<file path="config.mk">
export PLATFORM = sky130hd
export DESIGN_NAME = prio_irq_ctrl
export DESIGN_NICKNAME = d
export VERILOG_FILES = /design/src/rtl/pic_pkg.sv /design/src/rtl/icx_pin_edge.sv /design/src/rtl/icx_flags.sv /design/src/rtl/icx_gate.sv /design/src/rtl/icx_seq.sv /design/src/rtl/prio_irq_ctrl.sv
export SDC_FILE = /design/constraint.sdc
export NUM_CORES = 1
export LEC_CHECK = 0
export ABC_AREA = 1
export BUFFER_PORTS_ARGS = -buffer_cell sky130_fd_sc_hd__buf_2
export CORE_MARGIN = 1
export CORE_UTILIZATION = 43
export CTS_CLUSTER_SIZE = 10
export DETAILED_ROUTE_END_ITERATION = 8
export GPL_TIMING_DRIVEN = 0
export PLACE_DENSITY = 0.89
export SLEW_MARGIN = 25
export SYNTH_ARGS = -nofsm -noshare
export SYNTH_HDL_FRONTEND = slang
export SYNTH_SLANG_ARGS = --single-unit
</file>
<file path="constraint.sdc">
create_clock -name clk -period 1.8 [get_ports clk]
set_clock_uncertainty 0.2 [all_clocks]
set_input_delay 0.27 -clock clk [delete_from_list [all_inputs] [get_ports clk]]
set_output_delay 0.27 -clock clk [all_outputs]
set_load 0.05 [all_outputs]
</file>
<file path="src/rtl/pic_pkg.sv">
package pic_pkg;
    typedef enum logic [1:0] {
        ST_IDLE = 2'd0,
        ST_LO   = 2'd1,
        ST_HI   = 2'd2,
        ST_NEST = 2'd3
    } svc_t;
endpackage

</file>
<file path="src/rtl/icx_pin_edge.sv">
module icx_pin_edge #(
    parameter int PIN_N = 2
) (
    input  logic             clk,
    input  logic             rst_n,
    input  logic [PIN_N-1:0] pin_in,
    input  logic [PIN_N-1:0] pin_rise,
    output logic [PIN_N-1:0] evt
);
    for (genvar i = 0; i < PIN_N; i++) begin : g_pin
        logic s1_q, s2_q, prev_q;

        always_ff @(posedge clk) begin
            if (!rst_n) begin
                s1_q   <= 1'b0;
                s2_q   <= 1'b0;
                prev_q <= 1'b0;
            end else begin
                s1_q   <= pin_in[i];
                s2_q   <= s1_q;
                prev_q <= s2_q;
            end
        end

        assign evt[i] = pin_rise[i] ? (s2_q & ~prev_q) : (~s2_q & prev_q);

        // a single pin transition yields a one-cycle event only
        p_evt_single_r2: assert property (@(posedge clk) disable iff (!rst_n)
            evt[i] |=> !evt[i]);
    end
endmodule

</file>
<file path="src/rtl/icx_flags.sv">
module icx_flags #(
    parameter int SRC_N = 5
) (
    input  logic             clk,
    input  logic             rst_n,
    input  logic [SRC_N-1:0] set_evt,
    input  logic [SRC_N-1:0] clr,
    output logic [SRC_N-1:0] flag_q
);
    always_ff @(posedge clk) begin
        if (!rst_n) flag_q <= '0;
        else        flag_q <= (flag_q & ~clr) | set_evt;
    end

    for (genvar i = 0; i < SRC_N; i++) begin : g_chk
        // a flag persists until cleared
        p_flag_hold_r3: assert property (@(posedge clk) disable iff (!rst_n)
            (flag_q[i] && !clr[i]) |=> flag_q[i]);
        // an event sets the flag even when a clear coincides
        p_set_wins_r3: assert property (@(posedge clk) disable iff (!rst_n)
            set_evt[i] |=> flag_q[i]);
    end
endmodule

</file>
<file path="src/rtl/icx_gate.sv">
module icx_gate #(
    parameter int SRC_N  = 5,
    parameter int CORE_N = 3
) (
    input  logic             clk,
    input  logic             rst_n,
    input  logic             mode,
    input  logic [SRC_N-1:0] flag,
    input  logic [SRC_N-1:0] en,
    input  logic [SRC_N-1:0] prio,
    input  logic             ghi,
    input  logic             glo,
    output logic             req_hi,
    output logic             req_lo
);
    logic [SRC_N-1:0] hit_one;
    logic [SRC_N-1:0] hit_hi;
    logic [SRC_N-1:0] hit_lo;

    for (genvar i = 0; i < SRC_N; i++) begin : g_src
        logic live;
        assign live = flag[i] & en[i] & ghi;
        if (i < CORE_N) begin : g_core
            assign hit_one[i] = live;
        end else begin : g_peri
            assign hit_one[i] = live & glo;
        end
        assign hit_hi[i] = live & prio[i];
        assign hit_lo[i] = live & ~prio[i] & glo;
    end

    assign req_hi = mode ? |hit_hi : |hit_one;
    assign req_lo = mode & |hit_lo;

    // a low-level request exists only in two-priority mode with both enables set
    p_lo_gating_r7: assert property (@(posedge clk) disable iff (!rst_n)
        req_lo |-> (mode && ghi && glo));
    // nothing requests while the high/master enable is clear
    p_master_gate_r4: assert property (@(posedge clk) disable iff (!rst_n)
        !ghi |-> (!req_hi && !req_lo));
endmodule

</file>
<file path="src/rtl/icx_seq.sv">
module icx_seq
    import pic_pkg::*;
#(
    parameter int               VEC_W  = 21,
    parameter logic [VEC_W-1:0] VEC_HI = 'h8,
    parameter logic [VEC_W-1:0] VEC_LO = 'h18
) (
    input  logic             clk,
    input  logic             rst_n,
    input  logic             req_hi,
    input  logic             req_lo,
    input  logic             core_ack,
    input  logic             core_ret,
    input  logic             glb_we,
    input  logic             glb_hi_d,
    input  logic             glb_lo_d,
    output logic             irq_q,
    output logic [VEC_W-1:0] vec_q,
    output logic             ghi_q,
    output logic             glo_q
);
    svc_t state, nxt;
    logic lvl_lo_q;
    logic ack_ok;
    logic ghi_d, glo_d;
    logic any_req;

    assign ack_ok  = core_ack & irq_q;
    assign any_req = req_hi | req_lo;

    // state register
    always_ff @(posedge clk) begin
        if (!rst_n) state <= ST_IDLE;
        else        state <= nxt;
    end

    // next state
    always_comb begin
        nxt = state;
        unique case (state)
            ST_IDLE: if (ack_ok) nxt = lvl_lo_q ? ST_LO : ST_HI;
            ST_LO: begin
                if (ack_ok && !lvl_lo_q) nxt = ST_NEST;
                else if (!ack_ok && core_ret) nxt = ST_IDLE;
            end
            ST_HI:   if (!ack_ok && core_ret) nxt = ST_IDLE;
            ST_NEST: if (!ack_ok && core_ret) nxt = ST_LO;
        endcase
    end

    // global enable update: software write, then accept/return override
    always_comb begin
        ghi_d = glb_we ? glb_hi_d : ghi_q;
        glo_d = glb_we ? glb_lo_d : glo_q;
        if (ack_ok) begin
            if (lvl_lo_q) glo_d = 1'b0;
            else          ghi_d = 1'b0;
        end else if (core_ret) begin
            unique case (state)
                ST_HI, ST_NEST: ghi_d = 1'b1;
                ST_LO:          glo_d = 1'b1;
                ST_IDLE:        ;
            endcase
        end
    end

    // outputs
    always_ff @(posedge clk) begin
        if (!rst_n) begin
            ghi_q    <= 1'b0;
            glo_q    <= 1'b0;
            irq_q    <= 1'b0;
            vec_q    <= VEC_HI;
            lvl_lo_q <= 1'b0;
        end else begin
            ghi_q <= ghi_d;
            glo_q <= glo_d;
            irq_q <= any_req & ~ack_ok;
            if (!irq_q && any_req) begin
                vec_q    <= req_hi ? VEC_HI : VEC_LO;
                lvl_lo_q <= ~req_hi;
            end
        end
    end

    // accept drops the request on the next cycle
    p_irq_drop_r9: assert property (@(posedge clk) disable iff (!rst_n)
        ack_ok |=> !irq_q);
    // accepting a low vector clears only the low enable
    p_lo_accept_r9: assert property (@(posedge clk) disable iff (!rst_n)
        (ack_ok && lvl_lo_q && !glb_we) |=> (!glo_q && $stable(ghi_q)));
    // the vector holds while the request stays up
    p_vec_stable_r12: assert property (@(posedge clk) disable iff (!rst_n)
        (irq_q && !ack_ok) |=> (!irq_q || $stable(vec_q)));
    // a fresh request carries the high vector whenever a high request exists
    p_hi_wins_r8: assert property (@(posedge clk) disable iff (!rst_n)
        (!irq_q && any_req) |=> (vec_q == ($past(req_hi) ? VEC_HI : VEC_LO)));
    // return from a nested service goes back to low service with high enable set
    p_nest_ret_r11: assert property (@(posedge clk) disable iff (!rst_n)
        (state == ST_NEST && core_ret && !ack_ok && !glb_we) |=> (ghi_q && state == ST_LO));
endmodule

</file>
<file path="src/rtl/prio_irq_ctrl.sv">
module prio_irq_ctrl #(
    parameter int               PIN_N      = 2,
    parameter int               CORE_EVT_N = 1,
    parameter int               PERI_N     = 2,
    parameter int               VEC_W      = 21,
    parameter logic [VEC_W-1:0] HI_VEC     = 'h8,
    parameter logic [VEC_W-1:0] LO_STEP    = 'h10
) (
    input  logic                                clk,
    input  logic                                rst_n,
    input  logic                                prio_mode,
    input  logic [PIN_N-1:0]                    pin_in,
    input  logic [PIN_N-1:0]                    pin_rise,
    input  logic [CORE_EVT_N-1:0]               core_evt,
    input  logic [PERI_N-1:0]                   peri_evt,
    input  logic [PIN_N+CORE_EVT_N+PERI_N-1:0]  flag_clr,
    input  logic [PIN_N+CORE_EVT_N+PERI_N-1:0]  src_en,
    input  logic                                prio_we,
    input  logic [PIN_N+CORE_EVT_N+PERI_N-1:0]  prio_d,
    input  logic                                glb_we,
    input  logic                                glb_hi_d,
    input  logic                                glb_lo_d,
    input  logic                                core_ack,
    input  logic                                core_ret,
    output logic                                irq,
    output logic [VEC_W-1:0]                    irq_vec,
    output logic [PIN_N+CORE_EVT_N+PERI_N-1:0]  flags,
    output logic                                glb_hi,
    output logic                                glb_lo,
    output logic [PIN_N+CORE_EVT_N+PERI_N-1:0]  prio_q
);
    localparam int               CORE_N = PIN_N + CORE_EVT_N;
    localparam int               SRC_N  = CORE_N + PERI_N;
    localparam logic [VEC_W-1:0] LO_VEC = HI_VEC + LO_STEP;

    logic [PIN_N-1:0] pin_evt;
    logic [SRC_N-1:0] set_evt;
    logic             req_hi, req_lo;

    always_ff @(posedge clk) begin
        if (!rst_n)       prio_q <= '1;
        else if (prio_we) prio_q <= prio_d;
    end

    icx_pin_edge #(.PIN_N(PIN_N)) u_pin (
        .clk      (clk),
        .rst_n    (rst_n),
        .pin_in   (pin_in),
        .pin_rise (pin_rise),
        .evt      (pin_evt)
    );

    assign set_evt = {peri_evt, core_evt, pin_evt};

    icx_flags #(.SRC_N(SRC_N)) u_flags (
        .clk     (clk),
        .rst_n   (rst_n),
        .set_evt (set_evt),
        .clr     (flag_clr),
        .flag_q  (flags)
    );

    icx_gate #(.SRC_N(SRC_N), .CORE_N(CORE_N)) u_gate (
        .clk    (clk),
        .rst_n  (rst_n),
        .mode   (prio_mode),
        .flag   (flags),
        .en     (src_en),
        .prio   (prio_q),
        .ghi    (glb_hi),
        .glo    (glb_lo),
        .req_hi (req_hi),
        .req_lo (req_lo)
    );

    icx_seq #(.VEC_W(VEC_W), .VEC_HI(HI_VEC), .VEC_LO(LO_VEC)) u_seq (
        .clk      (clk),
        .rst_n    (rst_n),
        .req_hi   (req_hi),
        .req_lo   (req_lo),
        .core_ack (core_ack),
        .core_ret (core_ret),
        .glb_we   (glb_we),
        .glb_hi_d (glb_hi_d),
        .glb_lo_d (glb_lo_d),
        .irq_q    (irq),
        .vec_q    (irq_vec),
        .ghi_q    (glb_hi),
        .glo_q    (glb_lo)
    );

    // in two-priority mode the vector is only ever one of the two addresses
    p_vec_legal_r6: assert property (@(posedge clk) disable iff (!rst_n)
        irq |-> (irq_vec == HI_VEC || irq_vec == LO_VEC));
    // single-level mode never presents the low vector with a fresh request
    p_single_vec_r4: assert property (@(posedge clk) disable iff (!rst_n)
        (!prio_mode && !irq && (req_hi || req_lo)) |=> (irq_vec == HI_VEC));
endmodule

</file>
==> flow_summary.ini <==
[synth]
ys_ff_latch = 22
synth_compound_area_share_pct = 12.7
syn_inst = 165
syn_area_mm2 = 0.00114
synth_xor_area_share_pct = 0
synth-seq-area-share_pct = 38.5
yosys.area_share.simple_pct = 22.5
synth_top_family_by_area = buffers and inverters
yosysWarnings = 0
synthMuxAreaShare_pct = 0
synthAdderAreaFrac_pct = 0
synth_area_per_cell_um2 = 6.93
yosysUniqueCellTypes = 21

[global_route]
grtUsageMet1_pct = 17.3
grt_pass1_vias = 920
grt-ovfl-total = 0
antenna_found_initial = 0
gr-usage-met2_pct = 30.0
grt_pass1_wl_um = 3440
grt_use_total_pct = 16.8
grt_max_degree = 12
grtUsageMet3_pct = 6.50
grt.busiest_layer = met2

[worst_setup_path]
reg2reg_depth = 9
end_kind = primary output
crit_type = reg -> out
cp.required_ns = 1.33
crit_arrival_ns = 1.03
path_max_fanout = 3
startpoint_type = flop

[route]
viasPerCell = 4.38
dr.pass1.iters = 5
totalWireLength_um = 2380
ant_nets = 0
drt-initial-drc-count = 22
drc = 0
num_vias = 1179
wl_per_cell_um = 8.86

[min_path]
holdCritPathClass = in -> reg
whs_path_depth = 4

[die]
io_pins = 65
placementRows = 18
die_h_um = 53.6
start_util_pct = 45.7
die_w_um = 53.6
die_area_mm2 = 0.00287
core-area_mm2 = 0.00250

[layout]
drive_above_1_share_pct = 31.8
utilization_pct = 63.5
antennaDiodeCount = 0
fin_nets = 272
syn2layout_area_growth_pct = 38.7

[timing]
worst_hold_slack_ns = 0.0378
rsz0062_at_grt = no
fin_crit_ns = 1.50
final_max_slew_viol_count = 0
fin_tns_setup_ns = 0
setup_viol = 0
final.period_utilization_pct = 83.1
fmax_mhz = 668
hold_violations = 0

[cts]
clock_path_buffers = 2
cts_tree = done
cts_inserted_buffers = 3
clockRootBuffer = clkbuf_4
insertion_delay_ns = 0.30
clock_sinks = 22
h-tree-depth = 1
clk_pin_slew_ns = 0.12

[placed_design]
io_buffers = 43
routabilityCongestion = 0.808
dpl.hpwl_um = 1850

[run_status]
outcome = finished clean

[power]
p_leak_uw = 0.000912
vdd_drop_max_mv = 0.594
power_density_mw_per_mm2 = 688

[run]
maxCapViolCount = 0
==> stage by stage <==
step           instance area [µm²]  instances  worst slack (ns)  power [µW]
2_1_floorplan                 1210        183            0.0833         797
3_3_place_gp                  1460        256             0.392         859
3_5_place_dp                  1460        256             0.362         864
4_1_cts                       1590        269             0.286        1100
5_1_grt                       1590        269             0.194        1150
6_report                      1590        269             0.304        1090
==> final cells by class <==
cell class,instances,area (µm²)
fill,231,913
multi-input combinational,106,478
sequential,22,440
timing repair buffer,53,315
buffer,25,180
inverter,30,113
tap,30,37.5
clock buffer,3,22.5
==> critical path, stage by stage, from the launching register on <==
cell	delay, ns
dfxtp_1	0.37
buf_4	0.11
buf_2	0.25
==> repair_timing <==
item                      4_1_cts  5_1_grt
resized for setup               0        0
buffers inserted                0        0
hold endpoints to repair       10        0
hold buffers                   10        0
==> synthesized netlist by cell type <==
| library cell | count | area share [%] |
|---|---|---|
| nand4_1 | 3 | 1.6 |
| conb_1 | 2 | 0.66 |
| a21oi_2 | 1 | 0.77 |
| nor2_2 | 2 | 1.1 |
| a211oi_1 | 1 | 0.66 |
| o21ai_0 | 9 | 3.9 |
| nand3_1 | 8 | 3.5 |
| inv_2 | 4 | 1.3 |
| o22ai_1 | 2 | 1.1 |
| nand2_1 | 29 | 9.5 |
| buf_4 | 21 | 14 |
| clkbuf_1 | 3 | 0.98 |
| o21ai_1 | 2 | 0.88 |
| nand3_2 | 1 | 0.88 |
| nor2_1 | 14 | 4.6 |
| inv_1 | 26 | 8.5 |
| buf_6 | 1 | 0.98 |
| dfxtp_1 | 22 | 39 |
| a31oi_1 | 1 | 0.55 |
| a21oi_1 | 11 | 4.8 |
| nor3b_1 | 2 | 1.3 |
==> sequential cells by signal, summed over array words and instances, names as in the netlist <==
register	cells
u_seq.state	2
u_pin.g_pin.s2_q	2
u_seq.glo_q	1
u_pin.g_pin.s1_q	2
u_seq.irq_q	1
u_seq.vec_q	1
prio_q	5
u_pin.g_pin.prev_q	2
u_seq.ghi_q	1
u_flags.flag_q	5
==> cells by family after synthesis <==
family | after synthesis
and+or+nand+nor | 59
buffers and inverters | 55
DFF | 22
other | 2
AOI/OAI and AO/OA | 27
==> path summary, 6_finish.rpt <==
| kind | from | to | slack, ns |
|---|---|---|---|
| worst min register to register | u_pin.g_pin[1].s1_q$_SDFF_PN0_ | u_pin.g_pin[1].s2_q$_SDFF_PN0_ | 0.22 |
| worst max-delay path | u_seq.vec_q[4]$_SDFFE_PN0P_ | irq_vec[4] | 0.30 |
| worst max register to register | u_seq.ghi_q$_SDFF_PN0_ | u_seq.vec_q[4]$_SDFFE_PN0P_ | 0.33 |
| worst min-delay path | flag_clr[4] | u_flags.flag_q[4]$_SDFF_PN0_ | 0.04 |
==> power breakdown <==
part	leakage (µW)	switching (µW)	total, µW	internal, µW
clock	0.0000138	142	220	78.0
sequential	0.000182	17.2	530	512
combinational	0.000716	233	341	108
total	0.000912	392	1090	699
==> per-layer routing <==
metal | up-vias | wire length (µm)
met5 | - | 0
met4 | 0 | 52
met3 | 8 | 201
met2 | 57 | 1120
met1 | 498 | 1010
li1 | 616 | -
==> layout by cell type, fill, tap and decap left out, types with 4 or more instances in the layout <==
cell type	synthesis	final
nor2_1	14	14
nand3_1	8	8
buf_4	21	21
a21oi_1	11	11
inv_2	4	4
o21ai_0	9	9
conb_1	2	20
nand2_1	29	29
buf_2	0	43
inv_1	26	26
dfxtp_1	22	22
dlygate4sd3_1	0	10
(Power assumes the default switching activity.)
